==> src/rtl/pfx_pkg.sv <==
package pfx_pkg;

  typedef enum logic [1:0] {
    GRP_SHIFT = 2'd0,
    GRP_TEST  = 2'd1,
    GRP_CLR   = 2'd2,
    GRP_SETB  = 2'd3
  } grp_e;

  typedef struct packed {
    logic z;
    logic n;
    logic h;
    logic c;
  } flags_t;

  typedef struct packed {
    logic [7:0] val;
    flags_t     fl;
  } bitres_t;

  localparam logic [2:0] MEM_SLOT = 3'd6;
  localparam int         H_SLOT   = 4;
  localparam int         L_SLOT   = 5;

  // Shift-group arithmetic: kind selects one of eight moves.
  function automatic bitres_t shift_op(input logic [2:0] kind,
                                       input logic [7:0] v,
                                       input logic       cin);
    bitres_t o;
    o.val = v;
    o.fl  = '0;
    unique case (kind)
      3'd0: begin o.val = {v[6:0], v[7]}; o.fl.c = v[7]; end
      3'd1: begin o.val = {v[0], v[7:1]}; o.fl.c = v[0]; end
      3'd2: begin o.val = {v[6:0], cin};  o.fl.c = v[7]; end
      3'd3: begin o.val = {cin, v[7:1]};  o.fl.c = v[0]; end
      3'd4: begin o.val = {v[6:0], 1'b0}; o.fl.c = v[7]; end
      3'd5: begin o.val = {v[7], v[7:1]}; o.fl.c = v[0]; end
      3'd6: begin o.val = {v[3:0], v[7:4]}; o.fl.c = 1'b0; end
      default: begin o.val = {1'b0, v[7:1]}; o.fl.c = v[0]; end
    endcase
    o.fl.z = (o.val == 8'h00);
    return o;
  endfunction

  // Whole-group arithmetic: result byte and next flags.
  function automatic bitres_t bit_op(input grp_e       g,
                                     input logic [2:0] idx,
                                     input logic [7:0] v,
                                     input flags_t     fin);
    bitres_t    o;
    logic [7:0] m;
    m     = 8'd1 << idx;
    o.val = v;
    o.fl  = fin;
    unique case (g)
      GRP_SHIFT: o = shift_op(idx, v, fin.c);
      GRP_TEST: begin
        o.fl.z = ~|(v & m);
        o.fl.n = 1'b0;
        o.fl.h = 1'b1;
      end
      GRP_CLR:  o.val = v & ~m;
      default:  o.val = v | m;
    endcase
    return o;
  endfunction

endpackage

==> src/rtl/pfx_decode.sv <==
module pfx_decode
  import pfx_pkg::*;
(
  input  logic [7:0] code,
  output grp_e       grp,
  output logic [2:0] idx,
  output logic [2:0] sel,
  output logic       is_mem,
  output logic       writes
);
  always_comb begin
    grp    = grp_e'(code[7:6]);
    idx    = code[5:3];
    sel    = code[2:0];
    is_mem = (code[2:0] == MEM_SLOT);
    writes = (grp != GRP_TEST);
  end
endmodule

==> src/rtl/pfx_bitunit.sv <==
module pfx_bitunit
  import pfx_pkg::*;
(
  input  grp_e       grp,
  input  logic [2:0] idx,
  input  logic [7:0] opnd,
  input  flags_t     fl_in,
  output bitres_t    res
);
  always_comb res = bit_op(grp, idx, opnd, fl_in);
endmodule

==> src/rtl/pfx_regfile.sv <==
module pfx_regfile #(
  parameter int N = 8,
  parameter int W = 8,
  localparam int SEL_W = $clog2(N)
) (
  input  logic             clk,
  input  logic             rst_n,
  input  logic             we,
  input  logic [SEL_W-1:0] wsel,
  input  logic [W-1:0]     wdata,
  input  logic [SEL_W-1:0] rsel,
  output logic [W-1:0]     rdata,
  output logic [N*W-1:0]   view
);
  logic [W-1:0] ent [N];

  for (genvar gi = 0; gi < N; gi++) begin : g_slot
    always_ff @(posedge clk) begin
      if (!rst_n)                               ent[gi] <= '0;
      else if (we && (wsel == SEL_W'(gi)))      ent[gi] <= wdata;
    end
    assign view[gi*W +: W] = ent[gi];
  end

  assign rdata = ent[rsel];
endmodule

==> src/rtl/pfx_seq.sv <==
module pfx_seq
  import pfx_pkg::*;
#(
  parameter int          ADDR_W  = 16,
  parameter int          REG_CYC = 8,
  parameter int          MEM_CYC = 16,
  parameter logic [7:0]  PREFIX  = 8'hCB,
  localparam int         CNT_W   = $clog2(MEM_CYC)
) (
  input  logic              clk,
  input  logic              rst_n,
  input  logic              fetch_valid,
  input  logic [7:0]        fetch_byte,
  output logic [ADDR_W-1:0] pc,
  output logic [ADDR_W-1:0] mem_addr,
  output logic              mem_rd,
  output logic              mem_wr,
  output logic [7:0]        mem_wdata,
  input  logic [7:0]        mem_rdata,
  output logic              done,
  output logic [3:0]        flags,
  output logic [63:0]       reg_view
);
  localparam logic [CNT_W-1:0] REG_LAST = CNT_W'(REG_CYC - 1);
  localparam logic [CNT_W-1:0] MEM_LAST = CNT_W'(MEM_CYC - 1);

  logic              busy_q;
  logic [CNT_W-1:0]  cnt_q;
  logic [ADDR_W-1:0] pc_q;
  logic [7:0]        code_q;
  logic [7:0]        opnd_q;
  flags_t            flags_q;

  grp_e       grp;
  logic [2:0] idx, sel;
  logic       is_mem, writes;
  logic [7:0] rf_rdata, opnd;
  bitres_t    res;
  logic [CNT_W-1:0] last_cnt;
  logic [ADDR_W-1:0] hl_addr;

  // Named internal events
  logic accept, fetch_evt, code_evt, opnd_rd_evt, opnd_cap_evt, commit_evt, wb_en;

  pfx_decode u_dec (
    .code(code_q), .grp(grp), .idx(idx), .sel(sel), .is_mem(is_mem), .writes(writes)
  );

  pfx_regfile #(.N(8), .W(8)) u_rf (
    .clk(clk), .rst_n(rst_n),
    .we(wb_en && !is_mem), .wsel(sel), .wdata(res.val),
    .rsel(sel), .rdata(rf_rdata), .view(reg_view)
  );

  pfx_bitunit u_bu (
    .grp(grp), .idx(idx), .opnd(opnd), .fl_in(flags_q), .res(res)
  );

  assign hl_addr      = ADDR_W'({reg_view[H_SLOT*8 +: 8], reg_view[L_SLOT*8 +: 8]});
  assign last_cnt     = is_mem ? MEM_LAST : REG_LAST;
  assign accept       = !busy_q && fetch_valid && (fetch_byte == PREFIX);
  assign fetch_evt    = busy_q && (cnt_q == '0);
  assign code_evt     = busy_q && (cnt_q == CNT_W'(1));
  assign opnd_rd_evt  = busy_q && is_mem && (cnt_q == CNT_W'(2));
  assign opnd_cap_evt = busy_q && is_mem && (cnt_q == CNT_W'(3));
  assign commit_evt   = busy_q && (cnt_q == last_cnt);
  assign wb_en        = commit_evt && writes;
  assign opnd         = is_mem ? opnd_q : rf_rdata;

  assign mem_rd    = fetch_evt || opnd_rd_evt;
  assign mem_wr    = wb_en && is_mem;
  assign mem_addr  = fetch_evt ? pc_q : hl_addr;
  assign mem_wdata = res.val;
  assign done      = commit_evt;
  assign pc        = pc_q;
  assign flags     = flags_q;

  always_ff @(posedge clk) begin
    if (!rst_n) begin
      busy_q  <= 1'b0;
      cnt_q   <= '0;
      pc_q    <= '0;
      code_q  <= '0;
      opnd_q  <= '0;
      flags_q <= '0;
    end else begin
      if (accept) begin
        busy_q <= 1'b1;
        cnt_q  <= '0;
      end else if (commit_evt) begin
        busy_q <= 1'b0;
        cnt_q  <= '0;
      end else if (busy_q) begin
        cnt_q  <= cnt_q + CNT_W'(1);
      end
      if (fetch_evt)    pc_q    <= pc_q + ADDR_W'(1);
      if (code_evt)     code_q  <= mem_rdata;
      if (opnd_cap_evt) opnd_q  <= mem_rdata;
      if (commit_evt)   flags_q <= res.fl;
    end
  end


  done_pulse_chk: assert property (@(posedge clk) disable iff (!rst_n)
    done |=> !done);

  wr_in_done_chk: assert property (@(posedge clk) disable iff (!rst_n)
    mem_wr |-> done);

  pc_step_chk: assert property (@(posedge clk) disable iff (!rst_n)
    fetch_evt |=> (pc == $past(pc) + ADDR_W'(1)));

  pc_hold_chk: assert property (@(posedge clk) disable iff (!rst_n)
    !fetch_evt |=> $stable(pc));

  flags_hold_chk: assert property (@(posedge clk) disable iff (!rst_n)
    !done |=> $stable(flags));

  regs_hold_chk: assert property (@(posedge clk) disable iff (!rst_n)
    !done |=> $stable(reg_view));

  test_keeps_regs_chk: assert property (@(posedge clk) disable iff (!rst_n)
    (done && code_q[7:6] == 2'b01) |=> $stable(reg_view));

  rd_wr_excl_chk: assert property (@(posedge clk) disable iff (!rst_n)
    !(mem_rd && mem_wr));
endmodule

==> config.mk <==
export PLATFORM = sky130hd
export DESIGN_NAME = pfx_seq
export DESIGN_NICKNAME = d
export VERILOG_FILES = /design/src/rtl/pfx_pkg.sv /design/src/rtl/pfx_decode.sv /design/src/rtl/pfx_bitunit.sv /design/src/rtl/pfx_regfile.sv /design/src/rtl/pfx_seq.sv
export SDC_FILE = /design/constraint.sdc
export NUM_CORES = 1
export LEC_CHECK = 0
export CORE_MARGIN = 5
export CORE_UTILIZATION = 30
export DETAILED_ROUTE_END_ITERATION = 10
export GPL_ROUTABILITY_DRIVEN = 0
export SETUP_SLACK_MARGIN = 0.3
export SYNTH_ARGS = -nofsm -noshare
export SYNTH_HDL_FRONTEND = slang
export SYNTH_SLANG_ARGS = --single-unit
==> constraint.sdc <==
create_clock -name clk -period 8.8 [get_ports clk]
set_input_delay 1.32 -clock clk [delete_from_list [all_inputs] [get_ports clk]]
set_output_delay 1.32 -clock clk [all_outputs]
set_load 0.005 [all_outputs]
==> key figures, run 1 <==
Worst setup path
  • CP arrival: 4.29 ns
  • CP endpoint kind: output pin
  • Setup CP Type: reg2out
  • Reg-to-reg endpoint: u_rf.ent[4][5]
  • R2R cell count: 7
  • WP data required: 7.48 ns
  • Crit path max fanout: 18
  • Worst R2R Setup Slack: around 5.0 ns
  • Crit start category: register

Finish
  • Cell Count, Final, Fillers Out: 903
  • Diode count: 0
  • Fin nets: 688
  • Layout cells sized above 1: 10.16%
  • Area Overhead vs Synth: 31.50%
  • Fin util: 39.87%

Drt
  • 1st-pass router iterations: 6
  • Avg WL per Cell: 19.65 microns
  • DRT iter0 DRCs: 645
  • Via/cell ratio: 5.219
  • Routed Antenna Nets: 0
  • # DRC: 0
  • Vias: 4,713
  • Routed WL: 17.75 mm

STA
  • Max-slew headroom: 24.37%
  • Clock skew: 0.01263 ns
  • Setup_tns: 0 ns
  • Hold Fails Final Rpt: 0
  • RSZ-0062 raised after global routing: false
  • Tmin final: approximately 5.6 ns
  • Worst slew pin tran: 1.133 ns
  • Tcrit/Tclk final: 63.81%
  • Peak Freq: approximately 180 MHz
  • Final setup viols: 0
  • Final critical-path setup slack: 3.185 ns
  • Slew Viols, Final: 0

Floorplan
  • Initial core utilization: 30.32%
  • Die H: 147.0 microns
  • Io pins: 130
  • Die Width: 147.0 microns
  • CORE AREA: 18,580 sq um
  • Die area: between 20,000 and 25,000 sq um
  • Row count: 50

Logic synthesis
  • #FFs+latches synth: 107
  • Yosys warnings: 0
  • Synth async-reset ratio: 0%
  • Register area share after synthesis: between 40% and 50%
  • Post-synthesis instance total: 549
  • Syn avg cell area: 10.26 sq um
  • Main synth FF type: edfxtp_1
  • Unique masters post-synth: just under 60
  • Mapped cell area: roughly 5600 sq um
  • Number of flops mapped to enable cells by yosys: 64

GRT
  • Initial antenna violation count: 0
  • Total track usage: 16.11%
  • Vias in the first global route: 4,511
  • Gr ovfl total: 0
  • Largest net degree at the start of global routing: 47
  • First-pass GRT wire length: 26.83 mm

Power and ir drop
  • Sw frac: 23.14%
  • Sw power: ~250 uW
  • LEAKAGE: 0.002666 uW
  • Clock group share of total power: between 40% and 50%
  • Internal power: 815.2 uW
  • Worst vdd ir: 0.00008327 V
  • Combinational power share: 7.6%
  • Part of the power in registers: approximately 52%
  • P per Cell Area: 143.2 nW/um^2

Placed design
  • Port Buffer Count: about 130
  • Dpl ws: 3.523 ns
  • DP HPWL: 13.59 mm
  • DP Cell Count: 887

Clocking
  • Htree depth: 3
  • Post-CTS resize count: 0
  • Total CTS buffers: 9
  • Hold buffers post-CTS: 0
  • Clk sinks: 107
  • Setup bufs post-CTS: 0
  • CTS tree: done
  • Clock root cell: clkbuf_16
  • Clock latency on the worst-skew pair: roughly 0.36 ns
  • Bufs on Longest Clock Path: 2
  • Worst-path clk slew: ~0.080 ns

Min path
  • Worst Hold End: flags[1]
  • Hold/Removal Path Class: reg2reg
  • Hold_sp: flags[1]
  • Worst hold stages: 2

Run status
  • Outcome: finished, final reports clean

Flow run
  • Max Cap Viol: 0
==> final cells by class <==
class,count,area [sq um]
clock buffers,9,225.2
clock inverters,7,93.84
fillers,1780,11170
inverters,15,56.30
multi-input cells,397,2630
flip-flops and latches,107,2783
well taps,234,292.8
repair buffers,134,1326
==> placed cells by master (no fill, tap or decap), types with 2 or more instances in the layout <==
cell type and instances:
a2111oi_0 2, a21oi_1 24, a221oi_2 4, a22o_1 3, a22oi_1 3, a31oi_1 4
and2_1 7, and3_1 4, and4_1 3, buf_4 6, clkbuf_16 9, clkdlybuf4s50_1 128
conb_1 9, dfxtp_1 43, edfxtp_1 64, ha_1 5, inv_1 14, inv_8 2
mux2_2 23, mux2i_1 27, mux4_2 12, nand2_1 51, nand2b_1 7, nand3_1 11
nand3b_1 3, nand4_1 6, nor2_1 110, nor2b_1 5, nor3_1 7, nor4_1 3
nor4b_1 2, o211a_1 2, o211ai_1 3, o21ai_0 10, o21ai_1 3, o31ai_1 3
or2_2 3, or3_1 2, xnor2_1 7, xor2_1 12
==> registers in the layout, indices dropped and copies added (netlist names), named ones only <==
| signal | flops |
|---|---|
| opnd_q | 8 |
| flags | 3 |
| busy_q | 1 |
| u_rf.ent | 64 |
| code_q | 8 |
| cnt_q | 4 |
| pc | 16 |
==> metrics by stage <==
| stage | area [sq um] | total power, uW | hold WS, ns |
|---|---|---|---|
| final | 7407 | 1061 | 0.5044 |
| after floorplan | 5663 | 588.6 | 0.4641 |
| after CTS | 7407 | 1072 | 0.5099 |
| after global routing | 7407 | 1093 | 0.5815 |
| after global placement | 7088 | 643.3 | 0.4831 |
| after detailed placement | 7088 | 644.6 | 0.4833 |
==> routing by layer <==
metal	routed length, microns	track usage [%]
met1	7493	21.89
met2	8136	24.91
met3	1626	3.886
met5	0	0
met4	490	6.244
==> how the worst max path moves through the flow <==
stage / startpoint / to / slack, ns / cells after the start
floorplan: register / mem_wdata[3] / 4.94 / 9
global placement: register / mem_wdata[4] / 3.70 / 8
detailed placement: register / mem_wdata[4] / 3.52 / 8
CTS: register / mem_wdata[4] / 3.12 / 8
global route: register / mem_wdata[4] / 2.79 / 8
finish: register / mem_wdata[5] / 3.19 / 8
==> cell usage after synthesis, types with 2 or more instances <==
library cell / number / share of area [%]
a2111oi_0: 2 / 0.31
a21oi_1: 24 / 2.1
a221oi_2: 4 / 1.1
a22o_1: 3 / 0.47
a22oi_1: 3 / 0.40
a31oi_1: 4 / 0.44
and2_1: 7 / 0.78
and3_1: 4 / 0.44
and4_1: 3 / 0.47
buf_1: 2 / 0.13
buf_2: 2 / 0.18
buf_4: 11 / 1.5
clkbuf_1: 22 / 1.5
dfxtp_1: 43 / 15
edfxtp_1: 64 / 34
ha_1: 5 / 1.1
inv_1: 14 / 0.93
mux2_2: 23 / 4.6
mux2i_1: 27 / 4.8
mux4_2: 12 / 4.8
nand2_1: 51 / 3.4
nand2b_1: 7 / 0.78
nand3_1: 11 / 0.98
nand3b_1: 3 / 0.40
nand4_1: 6 / 0.67
nor2_1: 110 / 7.3
nor2b_1: 5 / 0.56
nor3_1: 7 / 0.62
nor4_1: 3 / 0.33
nor4b_1: 2 / 0.31
o211a_1: 2 / 0.36
o211ai_1: 3 / 0.40
o21ai_0: 12 / 1.1
o31ai_1: 3 / 0.40
or2_2: 3 / 0.33
or3_1: 2 / 0.22
xnor2_1: 7 / 1.1
xor2_1: 12 / 1.9
==> cells by family (layout without fill, tap and decap cells) <==
family | after synthesis | in the layout | synth area share, %
and+or+nand+nor | 227 | 227 | 18.08
buffers and inverters | 53 | 165 | 4.442
AOI/OAI and AO/OA | 74 | 74 | 9.485
DFF | 107 | 107 | 49.40
muxes | 63 | 63 | 14.46
adders and majority gates | 5 | 5 | 1.111
other | 1 | 9 | 0.06657
xor gates and xnor gates | 19 | 19 | 2.954
==> power groups by stage <==
stage	sequential [uW]	clock [uW]	combinational [uW]
after global routing	553	453	85.9
after detailed placement	564	0	80.6
after CTS	552	439	80.8
after global placement	564	0	79.3
final	552	428	80.3
after floorplan	560	0	29.0
==> critical path, stage by stage, from the launching register on <==
cell	delay [ns]
dfxtp_1	1.08
mux4_2	0.61
mux2i_1	0.31
a21oi_1	0.26
mux2_2	0.37
o211a_1	0.21
a221oi_2	0.52
inv_1	0.09
clkdlybuf4s50_1	0.48
Note: power is estimated with default switching activity, not from simulation.
==> run 2: changes to the inputs <==
Clock period 8.8 ns to 4.8 ns, I/O delays scaled along.
==> run 2 against run 1 <==
Against the previous run: setup slack worse by 2.7 ns; largest power group unchanged; wire length is 1.6% higher; hold slack better by 0.0040 ns; via count is 0.62% higher; die area stayed put; final cell count is 1.4% higher; critical path type unchanged; final area is 1.0% higher; clock power is 66% higher; register-to-register slack worse by 3.7 ns.
==> key figures, run 2 (same netlist as run 1, synthesis figures left out) <==
Drt
  • WL met2: 8.365 mm (+2.8%)
  • Top routing layer in use: met4
  • # DRC: 0 (unchanged)
  • Routed Antenna Nets: 0 (unchanged)
  • 1st-pass router iterations: 5 (-1)
  • Avg WL per Cell: 19.68 microns (+0.11%)
  • Routed WL: 18.02 mm (+1.6%)
  • DRT iter0 DRCs: 455 (-29%)
  • Via/cell ratio: 5.177 (-0.81%)
  • Detail Route met3 WL: 1.439 mm (-12%)
  • Vias: 4,742 (+0.62%)
  • Met1 WL: 7.790 mm (+4.0%)

Placed design
  • Port Buffer Count: 128 (unchanged)
  • Dpl ws: 0.6890 ns (-2.834 ns)
  • DP HPWL: 13.93 mm (+2.5%)

Worst setup path
  • WP data required: 4.08 ns (-3.40 ns)
  • Max incr delay on CP: 0.56 ns (-0.52 ns)
  • Crit path cell chain: mux4_2 > mux2_2 > mux2_4 > mux2_2 > a22o_1 > a311oi_4 > inv_1 > clkdlybuf4s50_1
  • CP max-delay cell: mux4_2
  • CP top delay family: multiplexers
  • Reg2reg start: code_q[1]
  • Crit path max fanout: 9 (-9)
  • CP dominant cell by count: mux2_2
  • Crit start category: register
  • CP endpoint kind: output pin
  • CP arrival: 3.56 ns (-0.73 ns)
  • Critical path buffers and inverters: 2 (unchanged)
  • Setup CP Type: reg2out

Power and ir drop
  • Part of the power in registers: 54.0% (+2.0 points)
  • Combinational power share: 8.2% (+0.6 points)
  • Clock group share of total power: 37.9% (-2.5 points)
  • LEAKAGE: 0.002722 uW (+2.1%)
  • Sw power: 424.3 uW (+73%)
  • P per Cell Area: 250.7 nW/um^2 (+75%)
  • Total power: 1876 uW (+77%)
  • Internal power: 1451 uW (+78%)
  • Sw frac: 22.62% (-0.52 points)
  • Worst vdd ir: 0.0001322 V (+59%)

Finish
  • Most frequent cells in the layout: 128 x clkdlybuf4s50_1, 110 x nor2_1, 64 x edfxtp_1
  • Fin nets: 701 (+1.9%)
  • Area Overhead vs Synth: 32.85%
  • Most flops, register: u_rf.ent
  • Most common cell after layout, fill and taps aside: clkdlybuf4s50_1
  • Layout cells sized above 1: 11.88% (+1.7 points)
  • Fin util: 40.28% (+0.41 points)
  • Layout fillers: 1,764 (-0.90%)
  • Max FFs per register: 64 (unchanged)
  • Diode count: 0 (unchanged)

Clocking
  • Clock latency on the worst-skew pair: 0.36 ns (about the same)
  • Clock root cell: clkbuf_16
  • Total CTS buffers: 9 (unchanged)
  • Clk sinks: 107 (unchanged)
  • CTS tree: done
  • Bufs on Longest Clock Path: 2 (unchanged)
  • Htree depth: 3 (unchanged)
  • Worst-path clk slew: 0.08 ns (about the same)

STA
  • Tcrit/Tclk final: about nine tenths
  • Clock skew: 0.01192 ns (-0.0007144 ns)
  • Setup_tns: 0 ns (unchanged)
  • Tmin final: around 4.3 ns
  • Slew Viols, Final: 0 (unchanged)
  • Final setup viols: 0 (unchanged)
  • RSZ-0062 raised after global routing: false
  • Max-slew headroom: 16.38% (-8.0 points)
  • Hold Fails Final Rpt: 0 (unchanged)
  • Peak Freq: 233.8 MHz
  • Final critical-path setup slack: 0.5237 ns (-2.661 ns)
  • Worst slew pin tran: 1.241 ns (+0.1083 ns)

GRT
  • First-pass GRT wire length: 27.48 mm (+2.4%)
  • Largest net degree at the start of global routing: 41 (-13%)
  • Gr ovfl total: 0 (unchanged)
  • Initial antenna violation count: 0 (unchanged)
  • Total track usage: 16.35% (+0.24 points)
  • Vias in the first global route: 4,613 (+2.3%)

Floorplan
  • Io pins: 130 (unchanged)
  • Initial core utilization: 30.32% (unchanged)
  • CORE AREA: 18,580 sq um (unchanged)
  • Die H: 147.0 microns (unchanged)
  • Die area: 21,620 sq um (unchanged)
  • Row count: 50 (unchanged)
  • Die Width: 147.0 microns (unchanged)

Min path
  • Hold/Removal Path Class: reg2reg
  • Hold_sp: flags[1]

Flow run
  • Max Cap Viol: 0 (unchanged)

Run status
  • Outcome: finished, final reports clean
==> run 2: cell types whose count changed in the layout (fill, tap and decap cells not counted), sizes merged <==
cell      delta
clkinvlp     -1
buf         +13
clkinv       -1
clkbuf       +3
bufinv       -1
==> run 2: layer usage <==
metal	track usage (%)	vias to the layer above
met5	0	-
met4	5.638	0
met3	4.041	34
met2	25.70	233
met1	22.09	2270
li1	-	2205
==> run 2: power groups by stage <==
stage | clock network (uW) | logic, uW | registers, uW
3_3_place_gp | 0 | 151 | 1030
6_report | 711 | 153 | 1010
4_1_cts | 726 | 153 | 1010
3_5_place_dp | 0 | 153 | 1030
2_1_floorplan | 0 | 53.1 | 1030
5_1_grt | 765 | 163 | 1010
==> run 2: area by class of cell <==
class                      count  area, sq um  share of cell area, %
clock buffer                  12        246.5                  3.294
clock inverter                 4        33.78                 0.4514
inverter                      15        56.30                 0.7524
multi-input combinational    397         2634                  35.19
sequential                   107         2784                  37.20
tap                          234        292.8                  3.912
timing repair buffer         147         1436                  19.19
==> run 2: repair_timing <==
item                                    4_1_cts  5_1_grt
setup buffers                                 0        1
hold buffers                                  0        0
endpoints found under the setup margin        1        2
pin swaps                                     0        1
gates resized for setup                       1        1
hold endpoints to repair                      0        0
==> run 2: path summary, 6_finish.rpt <==
| check | endpoint | slack [ns] | cells past startpoint |
|---|---|---|---|
| setup / recovery | mem_wdata[3] | 0.52 | 8 |
| hold / removal | flags[1] | 0.51 | 2 |
| setup reg to reg | u_rf.ent[3][7] | 1.27 | 5 |
| hold reg to reg | flags[1] | 0.51 | 2 |
==> run 2: stage by stage <==
step	hold slack, ns	instance area (sq um)	cells
after global routing	0.5702	7483	916
final	0.5084	7483	916
after floorplan	0.4641	5663	557
after CTS	0.5262	7460	915
after detailed placement	0.5027	7178	899
after global placement	0.4841	7178	899
==> run 2: worst min-delay path, stage by stage, from the launching register on <==
cell and delay, ns:
dfxtp_1 0.34, mux2i_1 0.07, nor2_1 0.07
